### src/rtl/swr_tlb_pkg.sv
package swr_tlb_pkg;
  localparam int VA_W  = 32;
  localparam int OFF_W = 12;
  localparam int VPN_W = VA_W - OFF_W;
  localparam int PFN_W = 20;
  localparam int PA_W  = PFN_W + OFF_W;
endpackage

### src/rtl/swr_tlb_entry.sv
module swr_tlb_entry
  import swr_tlb_pkg::*;
(
  input  logic             clk_i,
  input  logic             rst_ni,
  input  logic             fill_i,
  input  logic [VPN_W-1:0] fill_vpn_i,
  input  logic [PFN_W-1:0] fill_pfn_i,
  input  logic             fill_valid_i,
  input  logic             fill_dirty_i,
  input  logic             touch_i,
  input  logic             store_i,
  output logic [VPN_W-1:0] vpn_o,
  output logic [PFN_W-1:0] pfn_o,
  output logic             valid_o,
  output logic             dirty_o,
  output logic             use_o,
  output logic             mod_o
);
  always_ff @(posedge clk_i or negedge rst_ni) begin
    if (!rst_ni) begin
      vpn_o   <= '0;
      pfn_o   <= '0;
      valid_o <= 1'b0;
      dirty_o <= 1'b0;
      use_o   <= 1'b0;
      mod_o   <= 1'b0;
    end else if (fill_i) begin
      // refill wins over a same-cycle status update
      vpn_o   <= fill_vpn_i;
      pfn_o   <= fill_pfn_i;
      valid_o <= fill_valid_i;
      dirty_o <= fill_dirty_i;
      use_o   <= 1'b0;
      mod_o   <= 1'b0;
    end else if (touch_i) begin
      use_o <= 1'b1;
      if (store_i) mod_o <= 1'b1;
    end
  end


  fill_clr_chk: assert property (@(posedge clk_i) disable iff (!rst_ni)
    fill_i |=> (!use_o && !mod_o && vpn_o == $past(fill_vpn_i)));

  touch_use_chk: assert property (@(posedge clk_i) disable iff (!rst_ni)
    (touch_i && !fill_i) |=> use_o);

  store_mod_chk: assert property (@(posedge clk_i) disable iff (!rst_ni)
    (touch_i && store_i && !fill_i) |=> mod_o);

  mod_hold_chk: assert property (@(posedge clk_i) disable iff (!rst_ni)
    (!touch_i && !fill_i) |=> ($stable(mod_o) && $stable(use_o)));
endmodule

### src/rtl/swr_tlb_match.sv
module swr_tlb_match
  import swr_tlb_pkg::*;
#(
  parameter int NUM_ENT = 4,
  parameter int IDX_W   = 2
) (
  input  logic [VPN_W-1:0]              vpn_i,
  input  logic [NUM_ENT-1:0][VPN_W-1:0] ent_vpn_i,
  input  logic [NUM_ENT-1:0]            ent_valid_i,
  output logic [NUM_ENT-1:0]            sel_oh_o,
  output logic [IDX_W-1:0]              sel_idx_o,
  output logic                          any_o
);
  logic [NUM_ENT-1:0] match;

  for (genvar g = 0; g < NUM_ENT; g++) begin : g_cmp
    assign match[g] = ent_valid_i[g] && (ent_vpn_i[g] == vpn_i);
  end

  // isolate lowest set bit
  assign sel_oh_o = match & (~match + 1'b1);
  assign any_o    = |match;

  always_comb begin
    sel_idx_o = '0;
    for (int i = NUM_ENT - 1; i >= 0; i--) begin
      if (match[i]) sel_idx_o = IDX_W'(i);
    end
  end


  always_comb sel_onehot_chk: assert ($onehot0(sel_oh_o));

  always_comb sel_agree_chk: assert (!any_o || sel_oh_o[sel_idx_o]);
endmodule

### src/rtl/swr_tlb.sv
module swr_tlb
  import swr_tlb_pkg::*;
#(
  parameter  int NUM_ENT = 4,
  localparam int IDX_W   = (NUM_ENT > 1) ? $clog2(NUM_ENT) : 1
) (
  input  logic             clk_i,
  input  logic             rst_ni,
  input  logic             req_valid_i,
  input  logic             req_write_i,
  input  logic [VA_W-1:0]  req_vaddr_i,
  output logic             hit_o,
  output logic [PA_W-1:0]  paddr_o,
  output logic             rd_fault_o,
  output logic             wr_fault_o,
  output logic [VA_W-1:0]  bad_vaddr_o,
  input  logic             fill_en_i,
  input  logic [IDX_W-1:0] fill_idx_i,
  input  logic [VPN_W-1:0] fill_vpn_i,
  input  logic [PFN_W-1:0] fill_pfn_i,
  input  logic             fill_valid_i,
  input  logic             fill_dirty_i,
  input  logic [IDX_W-1:0] rd_idx_i,
  output logic [VPN_W-1:0] rd_vpn_o,
  output logic [PFN_W-1:0] rd_pfn_o,
  output logic             rd_valid_o,
  output logic             rd_dirty_o,
  output logic             rd_use_o,
  output logic             rd_mod_o
);
  logic [NUM_ENT-1:0][VPN_W-1:0] ent_vpn;
  logic [NUM_ENT-1:0][PFN_W-1:0] ent_pfn;
  logic [NUM_ENT-1:0] ent_valid, ent_dirty, ent_use, ent_mod, sel_oh;
  logic [IDX_W-1:0]   sel_idx;
  logic               any_match, sel_dirty, fault;
  logic [PFN_W-1:0]   sel_pfn;

  swr_tlb_match #(.NUM_ENT(NUM_ENT), .IDX_W(IDX_W)) u_match (
    .vpn_i       (req_vaddr_i[VA_W-1:OFF_W]),
    .ent_vpn_i   (ent_vpn),
    .ent_valid_i (ent_valid),
    .sel_oh_o    (sel_oh),
    .sel_idx_o   (sel_idx),
    .any_o       (any_match)
  );

  for (genvar g = 0; g < NUM_ENT; g++) begin : g_ent
    swr_tlb_entry u_entry (
      .clk_i        (clk_i),
      .rst_ni       (rst_ni),
      .fill_i       (fill_en_i && (fill_idx_i == IDX_W'(g))),
      .fill_vpn_i   (fill_vpn_i),
      .fill_pfn_i   (fill_pfn_i),
      .fill_valid_i (fill_valid_i),
      .fill_dirty_i (fill_dirty_i),
      .touch_i      (hit_o && sel_oh[g]),
      .store_i      (req_write_i),
      .vpn_o        (ent_vpn[g]),
      .pfn_o        (ent_pfn[g]),
      .valid_o      (ent_valid[g]),
      .dirty_o      (ent_dirty[g]),
      .use_o        (ent_use[g]),
      .mod_o        (ent_mod[g])
    );
  end

  always_comb begin
    sel_pfn    = ent_pfn[sel_idx];
    sel_dirty  = ent_dirty[sel_idx];
    hit_o      = req_valid_i && any_match && (!req_write_i || sel_dirty);
    rd_fault_o = req_valid_i && !req_write_i && !any_match;
    wr_fault_o = req_valid_i && req_write_i && !(any_match && sel_dirty);
    paddr_o    = hit_o ? {sel_pfn, req_vaddr_i[OFF_W-1:0]} : '0;
    fault      = rd_fault_o || wr_fault_o;
  end

  always_ff @(posedge clk_i or negedge rst_ni) begin
    if (!rst_ni)    bad_vaddr_o <= '0;
    else if (fault) bad_vaddr_o <= req_vaddr_i;
  end

  assign rd_vpn_o   = ent_vpn[rd_idx_i];
  assign rd_pfn_o   = ent_pfn[rd_idx_i];
  assign rd_valid_o = ent_valid[rd_idx_i];
  assign rd_dirty_o = ent_dirty[rd_idx_i];
  assign rd_use_o   = ent_use[rd_idx_i];
  assign rd_mod_o   = ent_mod[rd_idx_i];


  bad_cap_chk: assert property (@(posedge clk_i) disable iff (!rst_ni)
    (rd_fault_o || wr_fault_o) |=> bad_vaddr_o == $past(req_vaddr_i));

  bad_hold_chk: assert property (@(posedge clk_i) disable iff (!rst_ni)
    !(rd_fault_o || wr_fault_o) |=> $stable(bad_vaddr_o));

  hit_offset_chk: assert property (@(posedge clk_i) disable iff (!rst_ni)
    hit_o |-> paddr_o[OFF_W-1:0] == req_vaddr_i[OFF_W-1:0]);

  fault_no_hit_chk: assert property (@(posedge clk_i) disable iff (!rst_ni)
    (rd_fault_o || wr_fault_o) |-> !hit_o);

  idle_quiet_chk: assert property (@(posedge clk_i) disable iff (!rst_ni)
    !req_valid_i |-> (!hit_o && !rd_fault_o && !wr_fault_o));
endmodule

### config.mk
export PLATFORM = sky130hd
export DESIGN_NAME = swr_tlb
export DESIGN_NICKNAME = d
export VERILOG_FILES = /design/src/rtl/swr_tlb_pkg.sv /design/src/rtl/swr_tlb_entry.sv /design/src/rtl/swr_tlb_match.sv /design/src/rtl/swr_tlb.sv
export SDC_FILE = /design/constraint.sdc
export NUM_CORES = 1
export LEC_CHECK = 0
export ABC_AREA = 1
export ABC_CLOCK_PERIOD_IN_PS = 2300
export CAP_MARGIN = 20
export CORE_MARGIN = 5
export CORE_UTILIZATION = 65
export DETAILED_ROUTE_END_ITERATION = 10
export DONT_BUFFER_PORTS = 1
export PLACE_DENSITY = 0.81
export SYNTH_ARGS = -nofsm -noshare
export SYNTH_HDL_FRONTEND = slang
export SYNTH_SLANG_ARGS = --single-unit
export TNS_END_PERCENT = 10
### constraint.sdc
create_clock -name clk_i -period 2.3 [get_ports clk_i]
set_input_delay 0.23 -clock clk_i [delete_from_list [all_inputs] [get_ports clk_i]]
set_output_delay 0.23 -clock clk_i [all_outputs]
set_load 0.05 [all_outputs]
==> results of run 1 <==
## per-stage QoR
stage / utilization / std cells / worst slack, ns / hold WS (ns)
detailed placement: 0.775 / 2105 / -0.295 / -0.0598
floorplan: - / 1766 / -0.213 / -0.0656
CTS: 0.905 / 2239 / -0.709 / -0.612
global placement: 0.775 / 2105 / -0.270 / -0.0605
## per-layer routing
metal / GRT overflow / global-route usage
met2: 33 / 0.898
met5: 0 / 0.186
met1: 3 / 0.734
met4: 30 / 0.739
met3: 1 / 0.596
## Yosys cell counts, drive strengths merged
library cell  count
nor2            182
buf              25
and2              2
o21ai           273
nor3              6
a21oi           111
o211ai           18
nand4             7
dfrtp           208
inv             187
xor2              3
nand3b            4
clkbuf           62
nor2b             1
xnor2             7
clkinv            3
o22ai             5
nand3            65
nand2           597
## kinds of logic after synthesis
| group | share of synthesized area |
|---|---|
| and+or+nand+nor | 0.288 |
| AOI/OAI and AO/OA | 0.179 |
| buffers and inverters | 0.0939 |
| DFF | 0.432 |
| xor gates and xnor gates | 0.00727 |
## repair_timing
action / in CTS
gates resized for setup: 127
buffers inserted: 12
pin swaps: 19
setup endpoints to repair: 67
gates cloned: 3
hold buffers: 77
endpoints found under the hold margin: 409
==> run summary, run 1 <==
Num ports: 194
Top-area cell type share of the netlist area: 0.432
Clock Sink Count: 208
Cell at the root of the clock tree: sky130_fd_sc_hd__clkbuf_16
Yosys reg bits: 208
Worst End Pin Type: primary output
Status: stopped before the end
Initial Util: 0.666
Syn. warnings: 0
Number of buffers created by CTS: 23
Final GP Congestion: 1.11
Buffers on Ports: 0
Placement row count: 49
Die outline height: 146 um
Area contributors post-synth: sky130_fd_sc_hd__dfrtp_1 43%, sky130_fd_sc_hd__nand2_1 18%, sky130_fd_sc_hd__o21ai_0 11%
First error message: [ERROR GRT-0232] Routing congestion too high. Check the congestion heatmap in the GUI.
Sequential-to-total area share from yosys stat: 0.432
Net count of the mapped netlist: 1849
Total routing resource utilization after global routing: 0.736
Failing step: global routing (5_1_grt)
Residual overflow from global routing: 67
Htree depth: 1
Final worst endpoint reported by repair_timing after global routing: paddr_o[22]
Synthesized area per cell: 6.82 um^2
Number of buffers between clock root and the deepest sink: 3
Die width: 146 um
Synthesized instance count: 1766
Post-DP Area: 14000 um^2
Dpl hpwl: 30200 um
Area of the mapped netlist: 12000 um^2
Maximum number of pins on one net before global-route repair: 209
Cell type contributing the most total cell area after synthesis: sky130_fd_sc_hd__dfrtp_1
Number of distinct standard cells referenced by the synthesized netlist: 32
==> inputs of run 2 (changes only) <==
- CORE_UTILIZATION: 65 -> 40
- PLACE_DENSITY: 0.81 -> unset
- PLACE_DENSITY_LB_ADDON: unset -> 0.15
==> run 2 against run 1 <==
Against the previous run: the flow now finishes, with violations (negative hold slack, negative setup slack); synthesized cell count did not move; area after synthesis did not move.
==> run summary, run 2 <==
Type of the setup path with the least slack: flip-flop to output pin
Final Cycle Share: 1.35
Die area: 33700 um^2
Data required time at the worst endpoint: 2.07 ns
Leading cell type in the layout, fill and taps excluded: sky130_fd_sc_hd__nand2_1
Number of antenna violations at the first check in global routing: 3
Buffers on Ports: 0 (unchanged)
Slew Limit Fails: 0
Worst relative slew slack: 0.636
Placement row count: 63 (was 49)
Total detailed-routing wirelength: 44800 um
Share of async-settable or async-resettable flops after synthesis: 1.00 (unchanged)
Cell at the root of the clock tree: sky130_fd_sc_hd__clkbuf_16 (unchanged)
Net count of the mapped netlist: 1849 (unchanged)
Number of violations of the max-capacitance limit: 0
Status: complete, but fails checks (was stopped before the end)
Minimum clock period: 3.10 ns
Total routing resource utilization after global routing: 0.255
Hold slack final: -0.596 ns
Cell type contributing the most total cell area after synthesis: sky130_fd_sc_hd__dfrtp_1 (unchanged)
Synthesized instance count: 1766 (unchanged)
Vias in the first global route: 12300
Post-route non-filler standard cell count: 2419
Dominant register cell in the synthesized netlist: sky130_fd_sc_hd__dfrtp_1 (unchanged)
Cts hold-fix bufs: 75 (was 77)
Remaining antenna violation count: 0
Num ports: 194 (unchanged)
Routed length per placed instance: 18.5 um
Initial Util: 0.405 (was 0.666)
Per-cell via count in the routed design: 5.21
Dpl hpwl: 30300 um (was 30200 um)
Final setup violation count: 67
Sort of element at the start of the critical path: flip-flop
Top cells by instance count after synthesis: 591 x sky130_fd_sc_hd__nand2_1, 270 x sky130_fd_sc_hd__o21ai_0, 208 x sky130_fd_sc_hd__dfrtp_1 (unchanged)
Worst min path class: input port to async pin
Area contributors post-synth: sky130_fd_sc_hd__dfrtp_1 43%, sky130_fd_sc_hd__nand2_1 18%, sky130_fd_sc_hd__o21ai_0 11% (unchanged)
Critical path peak fanout: 6
Critical path's most frequent cell: sky130_fd_sc_hd__buf_12
Total number of nets in the final design: 2092
Total negative slack for setup checks: -29.78 ns
Syn. warnings: 0 (unchanged)
Yosys reg bits: 208 (unchanged)
Slew at the pin closest to its max-slew limit: 0.545 ns
Most numerous cell in the Yosys netlist: sky130_fd_sc_hd__nand2_1 (unchanged)
EDFF count, synth: 0 (unchanged)
Synthesized area per cell: 6.82 um^2 (unchanged)
Ordered list of cells on the worst path: xnor2_2 > nor2b_4 > nand3b_1 > nor2_4 > buf_6 > nand3_4 > nand2_4 > clkinv_8 > buf_12 > o211ai_1 > a21oi_2 > buf_12
Peak per-stage delay on the critical path: 0.41 ns
Reg clk slew, reported paths: 0.07 ns
Count of buffer and inverter cells on the critical path: 4
Number of filler instances in the final layout: 2790
Wire length of the first global-routing pass: 68200 um
Layout Area Growth over Synthesis: 39.1%
Die width: 184 um (was 146 um)
Clock Latency Late Sink: 0.53 ns
Sequential-to-total area share from yosys stat: 0.432 (unchanged)
Final clock skew: 0.0114 ns
Die outline height: 184 um (was 146 um)
Placed cell count: 2269 (was 2105)
DR DRC count: 0
TritonCTS clock tree: done
Number of buffers created by CTS: 25 (was 23)
Kind of cell adding the most delay to the critical path: simple AND/OR/NAND/NOR gates
FF/Latch Area: 5210 um^2
Final GP Congestion: 0.971 (was 1.11)
Drt first pass iters: 6
Cell with the largest stage delay on the worst path: sky130_fd_sc_hd__dfrtp_1
Maximum clock rate: 323 MHz
Slack of the worst reg-to-reg path: -0.19 ns
Worst-case setup margin in the final layout: -0.801 ns
Residual overflow from global routing: 0
Violated checks: negative hold slack, negative setup slack
Top-area cell type share of the netlist area: 0.432 (unchanged)
Number of buffers between clock root and the deepest sink: 3 (unchanged)
Htree depth: 1 (unchanged)
P_leak: 8.14 nW
Share of layout cells above drive strength 1: 0.225
Peak VDD IR: 0.000572 V
Maximum number of pins on one net before global-route repair: 209
Routed via count: 12600
Core area: 29700 um^2
Capturing element type of the critical path: output pin
Clock Sink Count: 208 (unchanged)
First DRT Iteration DRCs: 948
Area of the mapped netlist: 12000 um^2 (unchanged)
Commonest cells after routing, fill and taps aside: 547 x sky130_fd_sc_hd__nand2_1, 238 x sky130_fd_sc_hd__o21ai_0, 207 x sky130_fd_sc_hd__dfrtp_1
Largest regs: g_ent.u_entry.pfn_o x80, g_ent.u_entry.vpn_o x80, bad_vaddr_o x32
Number of distinct standard cells referenced by the synthesized netlist: 32 (unchanged)
Hold Violations, Final: 208
Unrepaired setup endpoints after global routing: yes
Critical Path AT: 2.87 ns
Area occupied by multi-input gates: 6320 um^2
Power density over the cells: 734 nW/um^2
==> run 2: cell counts after synthesis <==
Identical to the previous run, type by type.
==> run 2: repair_timing <==
| action | CTS | global route |
|---|---|---|
| setup endpoints to repair | 71 | 71 |
| resized for setup | 112 | 96 |
| pin swaps | 25 | 17 |
| setup buffers | 12 | 8 |
| cloned | 4 | 4 |
| endpoints found under the hold margin | 412 | 208 |
==> run 2: kinds of logic after synthesis <==
| group | synth area share |
|---|---|
| simple gates | 0.288 |
| compound gates | 0.179 |
| buf+inv | 0.0939 |
| flops | 0.432 |
| xor+xnor | 0.00727 |
==> run 2: per-layer routing <==
metal | wire length (um) | GRT usage
met5 | 22 | 0
met4 | 1570 | 0.0849
met3 | 3430 | 0.0483
met2 | 20600 | 0.411
met1 | 19200 | 0.346
==> run 2: final timing paths <==
path	cells past startpoint	startpoint	to
worst max register to register	16	g_ent[3].u_entry.vpn_o[12]	bad_vaddr_o[13]
worst min-delay path	0	rst_ni	g_ent[0].u_entry.vpn_o[5]
max in group asynchronous	0	rst_ni	bad_vaddr_o[3]
worst max-delay path	12	g_ent[3].u_entry.vpn_o[12]	paddr_o[17]
worst min register to register	2	g_ent[0].u_entry.pfn_o[9]	g_ent[0].u_entry.pfn_o[9]
min in group clk_i	3	fill_idx_i[0]	g_ent[2].u_entry.pfn_o[17]
==> run 2: where the power goes <==
group	switching (mW)	internal, mW
registers	0.701	4.21
clock network	1.63	2.62
logic	1.93	1.21
total	4.25	8.04
==> run 2: metrics by stage <==
| stage | hold WS, ns | setup slack (ns) | power, mW | instance area [um^2] | util |
|---|---|---|---|---|---|
| floorplan | -0.0656 | -0.213 | 6.64 | 12100 | - |
| global placement | -0.0533 | -0.332 | 7.70 | 14100 | 0.473 |
| detailed placement | -0.0532 | -0.372 | 7.73 | 14100 | 0.473 |
| CTS | -0.610 | -0.751 | 12.2 | 16300 | 0.547 |
| global route | -0.610 | -0.944 | 12.9 | 16800 | 0.564 |
| finish | -0.596 | -0.801 | 12.3 | 16800 | 0.564 |
==> run 2: layout make-up <==
cell class	count	share of cell area
Multi-Input combinational cell	1281	0.377
Antenna cell	1	0.000149
Clock inverter	8	0.00710
Tap cell	390	0.0291
Clock buffer	38	0.0456
Sequential cell	208	0.311
Timing Repair Buffer	303	0.187
Inverter	190	0.0434
No activity file was read; power rests on OpenSTA's default activity.
